==> src/rtl/adc_seq_pkg.sv <==
package adc_seq_pkg;
  typedef enum logic [1:0] {
    K_FIRST = 2'd0,
    K_NORM  = 2'd1,
    K_AUTO  = 2'd2
  } conv_kind_e;

  typedef enum logic [1:0] {
    TS_NONE = 2'd0,
    TS_FREE = 2'd1,
    TS_EXT  = 2'd2,
    TS_RSVD = 2'd3
  } trig_src_e;
endpackage

==> src/rtl/adc_sel_latch.sv <==
module adc_sel_latch #(
  parameter int CH_W  = 4,
  parameter int REF_W = 3
) (
  input  logic             clk,
  input  logic             rst,
  input  logic             wr,
  input  logic [CH_W-1:0]  wr_chan,
  input  logic [REF_W-1:0] wr_ref,
  input  logic             hold,
  output logic [CH_W-1:0]  act_chan,
  output logic [REF_W-1:0] act_ref
);
  logic [CH_W-1:0]  stg_chan;
  logic [REF_W-1:0] stg_ref;

  always_ff @(posedge clk) begin
    if (rst) begin
      stg_chan <= '0;
      stg_ref  <= '0;
      act_chan <= '0;
      act_ref  <= '0;
    end else begin
      if (wr) begin
        stg_chan <= wr_chan;
        stg_ref  <= wr_ref;
      end
      // the active copy tracks the staging copy unless a conversion guards it
      if (!hold) begin
        act_chan <= stg_chan;
        act_ref  <= stg_ref;
      end
    end
  end
endmodule

==> src/rtl/adc_start_ctl.sv <==
module adc_start_ctl
  import adc_seq_pkg::*;
(
  input  logic       clk,
  input  logic       rst,
  input  logic       en,
  input  logic       auto_en,
  input  logic [1:0] trig_sel,
  input  logic       start_wr,
  input  logic       trig_in,
  input  logic       run,
  input  logic       done_now,
  input  logic       done_first,
  output logic       go,
  output conv_kind_e go_kind,
  output logic       pend
);
  logic ph;       // 0: the coming edge is a rising converter edge
  logic trig_q;
  logic first_q;

  logic rise, ext_mode, free_mode, go_bit, go_trig, go_free, first_eff;

  assign rise      = trig_in & ~trig_q;
  assign ext_mode  = en && auto_en && (trig_sel == TS_EXT);
  assign free_mode = en && auto_en && (trig_sel == TS_FREE);
  assign go_bit    = pend && !ph && en;
  assign go_trig   = ext_mode && rise && !run && !pend;
  assign go_free   = free_mode && done_now;
  assign go        = go_bit | go_trig | go_free;
  assign first_eff = first_q && !done_first;

  always_comb begin
    if (first_eff)    go_kind = K_FIRST;
    else if (go_trig) go_kind = K_AUTO;
    else              go_kind = K_NORM;
  end

  always_ff @(posedge clk) begin
    if (rst) begin
      ph      <= 1'b0;
      trig_q  <= 1'b0;
      first_q <= 1'b1;
      pend    <= 1'b0;
    end else begin
      ph     <= ~ph;
      trig_q <= trig_in;
      if (!en)             first_q <= 1'b1;
      else if (done_first) first_q <= 1'b0;
      if (!en)                      pend <= 1'b0;
      else if (go_bit)              pend <= 1'b0;
      else if (start_wr && !run)    pend <= 1'b1;
    end
  end
endmodule

==> src/rtl/adc_conv_timer.sv <==
module adc_conv_timer
  import adc_seq_pkg::*;
#(
  parameter int FIRST_LEN_H = 50,
  parameter int FIRST_SH_H  = 27,
  parameter int NORM_LEN_H  = 26,
  parameter int NORM_SH_H   = 3,
  parameter int AUTO_LEN_H  = 27,
  parameter int AUTO_SH_H   = 4
) (
  input  logic       clk,
  input  logic       rst,
  input  logic       abort,
  input  logic       go,
  input  conv_kind_e go_kind,
  output logic       run,
  output logic       near_end,
  output logic       done_now,
  output logic       sh_strobe,
  output conv_kind_e cur_kind
);
  localparam int MAX_A = (FIRST_LEN_H > NORM_LEN_H) ? FIRST_LEN_H : NORM_LEN_H;
  localparam int MAX_L = (MAX_A > AUTO_LEN_H) ? MAX_A : AUTO_LEN_H;
  localparam int CW    = $clog2(MAX_L + 1);
  typedef logic [CW-1:0] cnt_t;

  function automatic cnt_t len_of(conv_kind_e k);
    case (k)
      K_FIRST: return cnt_t'(FIRST_LEN_H);
      K_AUTO:  return cnt_t'(AUTO_LEN_H);
      default: return cnt_t'(NORM_LEN_H);
    endcase
  endfunction

  function automatic cnt_t sh_of(conv_kind_e k);
    case (k)
      K_FIRST: return cnt_t'(FIRST_SH_H);
      K_AUTO:  return cnt_t'(AUTO_SH_H);
      default: return cnt_t'(NORM_SH_H);
    endcase
  endfunction

  cnt_t hc, len_c, sh_c;

  assign len_c    = len_of(cur_kind);
  assign sh_c     = sh_of(cur_kind);
  assign done_now = run && (hc == len_c - cnt_t'(1));
  assign near_end = run && (hc >= len_c - cnt_t'(2));

  always_ff @(posedge clk) begin
    if (rst || abort) begin
      run       <= 1'b0;
      hc        <= '0;
      sh_strobe <= 1'b0;
      cur_kind  <= K_FIRST;
    end else begin
      sh_strobe <= run && ((hc + cnt_t'(1)) == sh_c);
      if (go) begin
        run      <= 1'b1;
        hc       <= '0;
        cur_kind <= go_kind;
      end else if (done_now) begin
        run <= 1'b0;
      end else if (run) begin
        hc <= hc + cnt_t'(1);
      end
    end
  end
endmodule

==> src/rtl/adc_seq_top.sv <==
module adc_seq_top
  import adc_seq_pkg::*;
#(
  parameter int CH_W        = 4,
  parameter int REF_W       = 3,
  parameter int RES_W       = 10,
  parameter int FIRST_LEN_H = 50,
  parameter int FIRST_SH_H  = 27,
  parameter int NORM_LEN_H  = 26,
  parameter int NORM_SH_H   = 3,
  parameter int AUTO_LEN_H  = 27,
  parameter int AUTO_SH_H   = 4
) (
  input  logic             clk,
  input  logic             rst,
  input  logic             en,
  input  logic             auto_en,
  input  logic [1:0]       trig_sel,
  input  logic             cfg_wr,
  input  logic [CH_W-1:0]  cfg_chan,
  input  logic [REF_W-1:0] cfg_ref,
  input  logic             start_wr,
  input  logic             trig_in,
  input  logic             flag_clr,
  input  logic [RES_W-1:0] conv_data,
  output logic [CH_W-1:0]  act_chan,
  output logic [REF_W-1:0] act_ref,
  output logic             busy,
  output logic             sh_strobe,
  output logic             done_flag,
  output logic [RES_W-1:0] result
);
  logic       run_w, near_w, done_w, go_w, pend_w, hold_w, done_first_w;
  conv_kind_e go_kind_w, cur_kind_w;

  assign done_first_w = done_w && (cur_kind_w == K_FIRST);
  assign hold_w       = en && run_w && !near_w;
  assign busy         = run_w | pend_w;

  adc_sel_latch #(.CH_W(CH_W), .REF_W(REF_W)) u_sel (
    .clk(clk), .rst(rst), .wr(cfg_wr), .wr_chan(cfg_chan), .wr_ref(cfg_ref),
    .hold(hold_w), .act_chan(act_chan), .act_ref(act_ref)
  );

  adc_start_ctl u_start (
    .clk(clk), .rst(rst), .en(en), .auto_en(auto_en), .trig_sel(trig_sel),
    .start_wr(start_wr), .trig_in(trig_in), .run(run_w), .done_now(done_w),
    .done_first(done_first_w), .go(go_w), .go_kind(go_kind_w), .pend(pend_w)
  );

  adc_conv_timer #(
    .FIRST_LEN_H(FIRST_LEN_H), .FIRST_SH_H(FIRST_SH_H),
    .NORM_LEN_H(NORM_LEN_H),   .NORM_SH_H(NORM_SH_H),
    .AUTO_LEN_H(AUTO_LEN_H),   .AUTO_SH_H(AUTO_SH_H)
  ) u_tmr (
    .clk(clk), .rst(rst), .abort(!en), .go(go_w), .go_kind(go_kind_w),
    .run(run_w), .near_end(near_w), .done_now(done_w),
    .sh_strobe(sh_strobe), .cur_kind(cur_kind_w)
  );

  always_ff @(posedge clk) begin
    if (rst) begin
      done_flag <= 1'b0;
      result    <= '0;
    end else begin
      if (done_w)        done_flag <= 1'b1;
      else if (flag_clr) done_flag <= 1'b0;
      if (done_w)        result <= conv_data;
    end
  end
endmodule

==> config.mk <==
export PLATFORM = sky130hd
export DESIGN_NAME = adc_seq_top
export DESIGN_NICKNAME = d
export VERILOG_FILES = /design/src/rtl/adc_seq_pkg.sv /design/src/rtl/adc_sel_latch.sv /design/src/rtl/adc_start_ctl.sv /design/src/rtl/adc_conv_timer.sv /design/src/rtl/adc_seq_top.sv
export SDC_FILE = /design/constraint.sdc
export NUM_CORES = 1
export LEC_CHECK = 0
export ABC_AREA = 1
export CAP_MARGIN = 30
export CORE_MARGIN = 2
export CORE_UTILIZATION = 53
export CTS_CLUSTER_DIAMETER = 100
export DETAILED_ROUTE_END_ITERATION = 16
export HOLD_SLACK_MARGIN = 0.06
export MAX_ROUTING_LAYER = met4
export PLACE_DENSITY = 0.85
export SETUP_SLACK_MARGIN = 0.5
export SLEW_MARGIN = 10
export SYNTH_ARGS = -nofsm -noshare
export SYNTH_HDL_FRONTEND = slang
export SYNTH_HIERARCHICAL = 1
export SYNTH_SLANG_ARGS = --single-unit
==> constraint.sdc <==
create_clock -name clk -period 4.45 [get_ports clk]
set_input_delay 0.89 -clock clk [delete_from_list [all_inputs] [get_ports clk]]
set_output_delay 0.89 -clock clk [all_outputs]
set_load 0.01 [all_outputs]
==> metrics.md, run 1 <==
| Metric | Value |
|---|---|
| Number of top-level pins | 47 |
| Post-route fraction of the period consumed by the critical path | 66.2% |
| Outcome | complete, no violations |
| Static power due to leakage | 1.08 nW |
| Post-synth top area share | 40.7% |
| Overall die area | 4120 µm² |
| Iteration-0 DRC Markers | 70 |
| VDD IR-drop max | 0.224 mV |
| Crit-path cells | inv_1, nand2_1, inv_1, ha_1, nand2_1, nor3_2, nand2_2, nor2_1, inv_2, nor3_2, nor2_1, a21oi_1, nor2_1, a211oi_1 |
| CP dominant cell by count | sky130_fd_sc_hd__nor2_1 |
| Cts repair resizes | 0 |
| Number of enable-type register cells in the synthesized netlist | 0 |
| Total number of vias | 1759 |
| Peak fanout along the critical path | 12 |
| Mean instance size in the synthesized netlist | 6.92 µm² |
| Most frequent cell after synthesis | sky130_fd_sc_hd__nor2_1 |
| DPL Wire Length | 2.91 mm |
| Latest clock arrival within the worst-skew pair | 0.35 ns |
| Cell taking the most area after synthesis | sky130_fd_sc_hd__dfxtp_1 |
| Overflow after GRT | 0 |
| Standard cell core area | 3420 µm² |
| CP Launch Type | register |
| Fin. Hold Viols | 0 |
| Kind of critical path | reg -> reg |
| Max clock buf depth | 2 |
| RSZ-0062 raised after global routing | false |
| Post-route DRC | 0 |
| # port buffers | 46 |
| Final WL | 3.88 mm |
| Vertical die dimension | 64.2 µm |
| Final-report setup violation count | 0 |
| Post-Route Utilization | 70.7% |
| Classification of the worst-slack hold path | reg -> reg |
| Final ANT Viol Nets | 0 |
| Clk sinks | 39 |
| Floorplan die width | 64.2 µm |
| Routed length per placed instance | 10.5 µm |
| Root buffer cell | sky130_fd_sc_hd__clkbuf_4 |
| Post-detailed-route via-to-cell ratio | 4.77 |
| Endpoint required time on the critical path | 4.72 ns |
| Share of layout cells above drive strength 1 | 10.2% |
| Detailed-router iteration count before antenna repair | 4 |
| Yosys synthesis warning count | 6 |
| Delay contributed by the slowest stage of the critical path | 0.59 ns |
| Placed cell areas | 2360 µm² |
| Area delta synth->final | 25.8% |
| Wire length of the first global-routing pass | 6.47 mm |
| Proportion of synthesized chip area in sequential cells | 40.7% |
| CP endpoint kind | register |
| Max-slew violation total from the final report | 0 |
| Nets | 353 |
| Ys async rst share | 0% |
| Cell types occupying the most area after synthesis | sky130_fd_sc_hd__dfxtp_1 41%, sky130_fd_sc_hd__nor2_1 13%, sky130_fd_sc_hd__nand2_1 11% |
| Accumulated negative setup slack | 0 ns |
| Final WS setup | 1.50 ns |
| Maximum number of pins on one net before global-route repair | 15 |
| Setup Buffers After CTS | 0 |
| Worst setup timing slack at the placement stage | 1.51 ns |
| Top delay family on crit path | simple AND/OR/NAND/NOR gates |
| Post-synthesis instance area | 1920 µm² |
| Data arrival at the endpoint of the critical path | 3.22 ns |
| Fin crit period | 2.95 ns |
| Antenna Cells | 0 |
| Pin slew with the least headroom to its limit | 0.873 ns |
| Maximum clock skew at final layout | 0.00808 ns |
| F_max | 339 MHz |
| Clock slew seen by the registers of the worst setup and hold paths | 0.12 ns |
| Clock tree from TritonCTS | yes |
| Total power density per cell area | 256 nW/µm² |
| Gate count of the mapped netlist | 277 |
| Antenna violations before repair | 0 |
| GPL Wtd Cong | 0.829 |
| Cell with the largest stage delay on the worst path | sky130_fd_sc_hd__nor2_1 |
| Starting density of the core | 56.2% |
| Max-cap violations | 0 |
| Top cells by count, synth | 65 x sky130_fd_sc_hd__nor2_1, 56 x sky130_fd_sc_hd__nand2_1, 39 x sky130_fd_sc_hd__dfxtp_1, 38 x sky130_fd_sc_hd__inv_1, 12 x sky130_fd_sc_hd__nand3_1 |
| Number of buffers created by CTS | 5 |
| Number of rows created at floorplan | 21 |
| Post-route cell area | 2410 µm² |
| Post-Synthesis Net Count | 308 |
| Count of unique library cells instantiated by Yosys | 29 |
| Total of flip-flops plus latches after synthesis | 39 |
| GRT Resource Usage Total | 20.5% |
| Internal reg-to-reg setup slack | 1.50 ns |
| Number of global-route vias before repair | 1557 |
| Most frequently used flop master after synthesis | sky130_fd_sc_hd__dfxtp_1 |
| Sum of buffers and inverters on the critical path | 3 |
| Hold bufs inserted after CTS | 0 |
| Number of H-tree branching levels | 2 |
| Relative slew margins | 41.6% |
path summary, 6_finish.rpt:
path,startpoint,end,cells past startpoint
worst max register to register,u_tmr/cur_kind[0]$_SDFFE_PP0P_,u_tmr/cur_kind[0]$_SDFFE_PP0P_,14
worst min register to register,u_start/ph$_SDFF_PP0_,u_start/ph$_SDFF_PP0_,1
worst max-delay path,u_tmr/cur_kind[0]$_SDFFE_PP0P_,u_tmr/cur_kind[0]$_SDFFE_PP0P_,14
worst min-delay path,u_start/ph$_SDFF_PP0_,u_start/ph$_SDFF_PP0_,1
stage by stage:
step	hold slack, ns	power [mW]	instances
6_report	0.418	0.618	369
5_1_grt	0.449	0.643	369
4_1_cts	0.418	0.620	369
3_5_place_dp	0.401	0.446	361
3_3_place_gp	0.397	0.445	361
2_1_floorplan	0.386	0.409	277
kinds of logic after synthesis:
kind of cell / after synthesis / share of synthesized area [%]
AO/OA/AOI/OAI: 22 / 6.65
XOR/XNOR: 3 / 1.37
adder cells (fa/ha/maj): 4 / 2.61
buffers and inverters: 50 / 12.2
flip-flops: 39 / 40.7
AND/OR/NAND/NOR: 159 / 36.5
cells in the final DEF, fill, tap and decap left out, types with 4 or more instances in the layout:
cell,n
sky130_fd_sc_hd__a21oi_1,5
sky130_fd_sc_hd__dfxtp_1,39
sky130_fd_sc_hd__nor2_2,11
sky130_fd_sc_hd__o21ai_1,10
sky130_fd_sc_hd__nand3_1,12
sky130_fd_sc_hd__clkbuf_4,5
sky130_fd_sc_hd__nand2_1,56
sky130_fd_sc_hd__nor2_1,65
sky130_fd_sc_hd__inv_1,38
sky130_fd_sc_hd__clkdlybuf4s50_1,46
sky130_fd_sc_hd__ha_1,4
sky130_fd_sc_hd__inv_2,4
per-layer routing:
layer	routed length, µm	global-route usage [%]	vias up
met2	1840	33.6	59
met1	1730	24.0	760
met4	65	6.91	0
met5	0	-	-
met3	248	5.99	8
li1	-	-	932
flip-flops by register name, indices dropped and copies added (netlist names), 2 cells and up:
register	count
result	10
u_sel/stg_ref	3
u_tmr/hc	6
u_sel/act_chan	4
u_sel/stg_chan	4
u_tmr/cur_kind	2
u_sel/act_ref	3
final cells by class:
class	instances	area, µm²
Inverter	42	158
Multi-Input combinational cell	188	903
Clock buffer	6	41.3
Fill cell	291	1000
Clock inverter	2	12.5
Sequential cell	39	781
Timing Repair Buffer	46	460
Tap cell	46	57.6
power breakdown:
part	switching (mW)	leakage [nW]	total (mW)	internal, mW
Clock	0.118	0.0282	0.179	0.0610
Combinational	0.0333	0.731	0.0736	0.0402
Sequential	0.00588	0.318	0.365	0.359
Total	0.158	1.08	0.618	0.460
Note: power is estimated with default switching activity, not from simulation.
==> run 2: changes to the inputs <==
--- a/config.mk
+++ b/config.mk
@@ -8,12 +8,12 @@
 export ABC_AREA = 1
 export CAP_MARGIN = 30
 export CORE_MARGIN = 2
-export CORE_UTILIZATION = 53
+export CORE_UTILIZATION = 49
 export CTS_CLUSTER_DIAMETER = 100
 export DETAILED_ROUTE_END_ITERATION = 16
 export HOLD_SLACK_MARGIN = 0.06
 export MAX_ROUTING_LAYER = met4
-export PLACE_DENSITY = 0.85
+export PLACE_DENSITY = 0.79
 export SETUP_SLACK_MARGIN = 0.5
 export SLEW_MARGIN = 10
 export SYNTH_ARGS = -nofsm -noshare
==> constraint.sdc (replaced) <==
create_clock -name clk -period 2.8 [get_ports clk]
set_input_delay 0.56 -clock clk [delete_from_list [all_inputs] [get_ports clk]]
set_output_delay 0.56 -clock clk [all_outputs]
set_load 0.01 [all_outputs]
==> run 2 against run 1 <==
  * First-iteration DRC count rose by 67%
  * Critical path depth shrank 12
  * Cell count grew 1.4%
  * Critical path type is now reg -> out
  * Design area rose by 3.5%
  * Core utilization is 3.4 points lower
==> metrics.md, run 2 (synthesis results as in run 1) <==
| Metric | Value |
|---|---|
| CP endpoint kind | primary output |
| Antenna Cells | 0 |
| Clock slew seen by the registers of the worst setup and hold paths | 0.07 ns |
| F_max | 471 MHz |
| Fin crit period | 2.12 ns |
| CP Launch Type | register |
| Classification of the worst-slack hold path | reg -> reg |
| Max-cap violations | 0 |
| Worst min-delay path startpoint | u_start/ph$_SDFF_PP0_ |
| Most common cell after layout, fill and taps aside | sky130_fd_sc_hd__nor2_1 |
| GPL Wtd Cong | 0.852 |
| Detailed-router iteration count before antenna repair | 4 |
| # port buffers | 46 |
| Number of flip-flops under the largest register name | 10 |
| Worst hold path depth | 1 |
| Antenna violations before repair | 0 |
| Registers with the highest flip-flop counts | result (10), u_tmr/hc (6) |
| Latest clock arrival within the worst-skew pair | 0.28 ns |
| Final WS setup | 0.679 ns |
| Fin. Hold Viols | 0 |
| Leading cell types in the layout, fill and taps excluded | 64 x sky130_fd_sc_hd__nor2_1, 54 x sky130_fd_sc_hd__nand2_1, 46 x sky130_fd_sc_hd__clkdlybuf4s50_1 |
| Number of H-tree branching levels | 2 |
| Relative slew margins | 68.9% |
| RSZ-0062 raised after global routing | false |
| Final WL | 3.87 mm |
| Total power density per cell area | 419 nW/µm² |
| Sum of buffers and inverters on the critical path | 1 |
| Data arrival at the endpoint of the critical path | 1.56 ns |
| VDD IR-drop max | 0.293 mV |
| Top delay family on crit path | flip-flops |
| Peak fanout along the critical path | 11 |
| Nets | 358 |
| Post-route fraction of the period consumed by the critical path | 75.8% |
| Dpl cells | 365 |
| Outcome | complete, no violations |
| Kind of critical path | reg -> out |
| Maximum clock skew at final layout | 0.00463 ns |
| Number of rows created at floorplan | 22 |
| Hold bufs inserted after CTS | 0 |
| Crit-path cells | or2_2, clkdlybuf4s50_1 |
| Delay contributed by the slowest stage of the critical path | 0.56 ns |
| Clk sinks | 39 |
| Post-route DRC | 0 |
| Accumulated negative setup slack | 0 ns |
| Number of cells on the worst reg-to-reg path | 14 |
| Critical path launch point | u_tmr/run$_SDFFE_PP0P_ |
| Area delta synth->final | 30.3% |
| Internal reg-to-reg setup slack | 0.69 ns |
| Share of layout cells above drive strength 1 | 13.5% |
| Overflow after GRT | 0 |
| Iteration-0 DRC Markers | 117 |
| DPL Wire Length | 2.90 mm |
| Worst setup timing slack at the placement stage | 0.444 ns |
| Standard cell core area | 3720 µm² |
| Cell with the largest stage delay on the worst path | sky130_fd_sc_hd__dfxtp_1 |
| Overall die area | 4430 µm² |
| Post-detailed-route via-to-cell ratio | 4.75 |
| Vertical die dimension | 66.6 µm |
| Floorplan die width | 66.6 µm |
| Routed length per placed instance | 10.3 µm |
| Number of buffers created by CTS | 5 |
| Post-route insts no fill | 374 |
| Wire length of the first global-routing pass | 6.54 mm |
| Endpoint required time on the critical path | 2.24 ns |
| Register name with the most flops | result |
| Total number of vias | 1775 |
| Root buffer cell | sky130_fd_sc_hd__clkbuf_8 |
| Clock tree from TritonCTS | yes |
| Reg2reg end | u_tmr/cur_kind[0]$_SDFFE_PP0P_ |
| Number of global-route vias before repair | 1532 |
| Static power due to leakage | 1.11 nW |
| Pin slew with the least headroom to its limit | 0.466 ns |
| GRT Resource Usage Total | 19.7% |
| Start of the worst register-to-register path | u_tmr/cur_kind[1]$_SDFFE_PP0P_ |
| Final ANT Viol Nets | 0 |
| Max clock buf depth | 2 |
| Max-slew violation total from the final report | 0 |
| Number of top-level pins | 47 |
| End of the worst hold path | u_start/ph$_SDFF_PP0_ |
| Starting density of the core | 51.6% |
| Final-report setup violation count | 0 |
| Maximum number of pins on one net before global-route repair | 15 |
run 2: through the flow:
| step | util, % | hold slack [ns] | instance area [µm²] | power (mW) |
|---|---|---|---|---|
| floorplan | - | 0.386 | 1920 | 0.650 |
| global placement | 64.0 | 0.400 | 2380 | 0.708 |
| detailed placement | 64.0 | 0.398 | 2380 | 0.710 |
| CTS | 66.1 | 0.410 | 2460 | 1.05 |
| global route | 67.2 | 0.420 | 2500 | 1.09 |
| finish | 67.2 | 0.408 | 2500 | 1.05 |
run 2: area by class of cell:
class / count / area (µm²)
fillers: 330 / 1220
multi-input cells: 188 / 921
flip-flops and latches: 39 / 783
repair buffers: 51 / 498
inverters: 42 / 160
clock buffers: 5 / 68.8
well taps: 48 / 60.1
clock inverters: 1 / 7.51
run 2: layer usage:
layer	share of wire (%)	track usage (%)	vias to the layer above
met3	4.7	4.05	5
met5	0	-	-
met4	1.5	7.91	0
met2	47	30.8	45
met1	47	24.9	787
li1	-	-	938
run 2: timing repair:
action | in CTS | in global routing
setup buffers | 0 | 3
setup endpoints to repair | 2 | 4
pin swaps | 0 | 1
gates cloned | 0 | 0
endpoints found under the hold margin | 0 | 0
gates resized for setup | 1 | 9
run 2: worst max-delay path by stage:
stage,depth (start not counted),to
after floorplan,15,u_tmr/cur_kind[0]$_SDFFE_PP0P_
after global placement,14,u_tmr/cur_kind[0]$_SDFFE_PP0P_
after detailed placement,14,u_tmr/cur_kind[0]$_SDFFE_PP0P_
after CTS,14,u_tmr/cur_kind[0]$_SDFFE_PP0P_
after global routing,14,u_tmr/cur_kind[0]$_SDFFE_PP0P_
final,2,busy
run 2: where the power goes:
part           switching (mW)  total, mW  internal (mW)
Combinational          0.0536      0.118         0.0644
Sequential            0.00915      0.580          0.571
Clock                   0.183      0.348          0.165
Total                   0.246       1.05          0.800
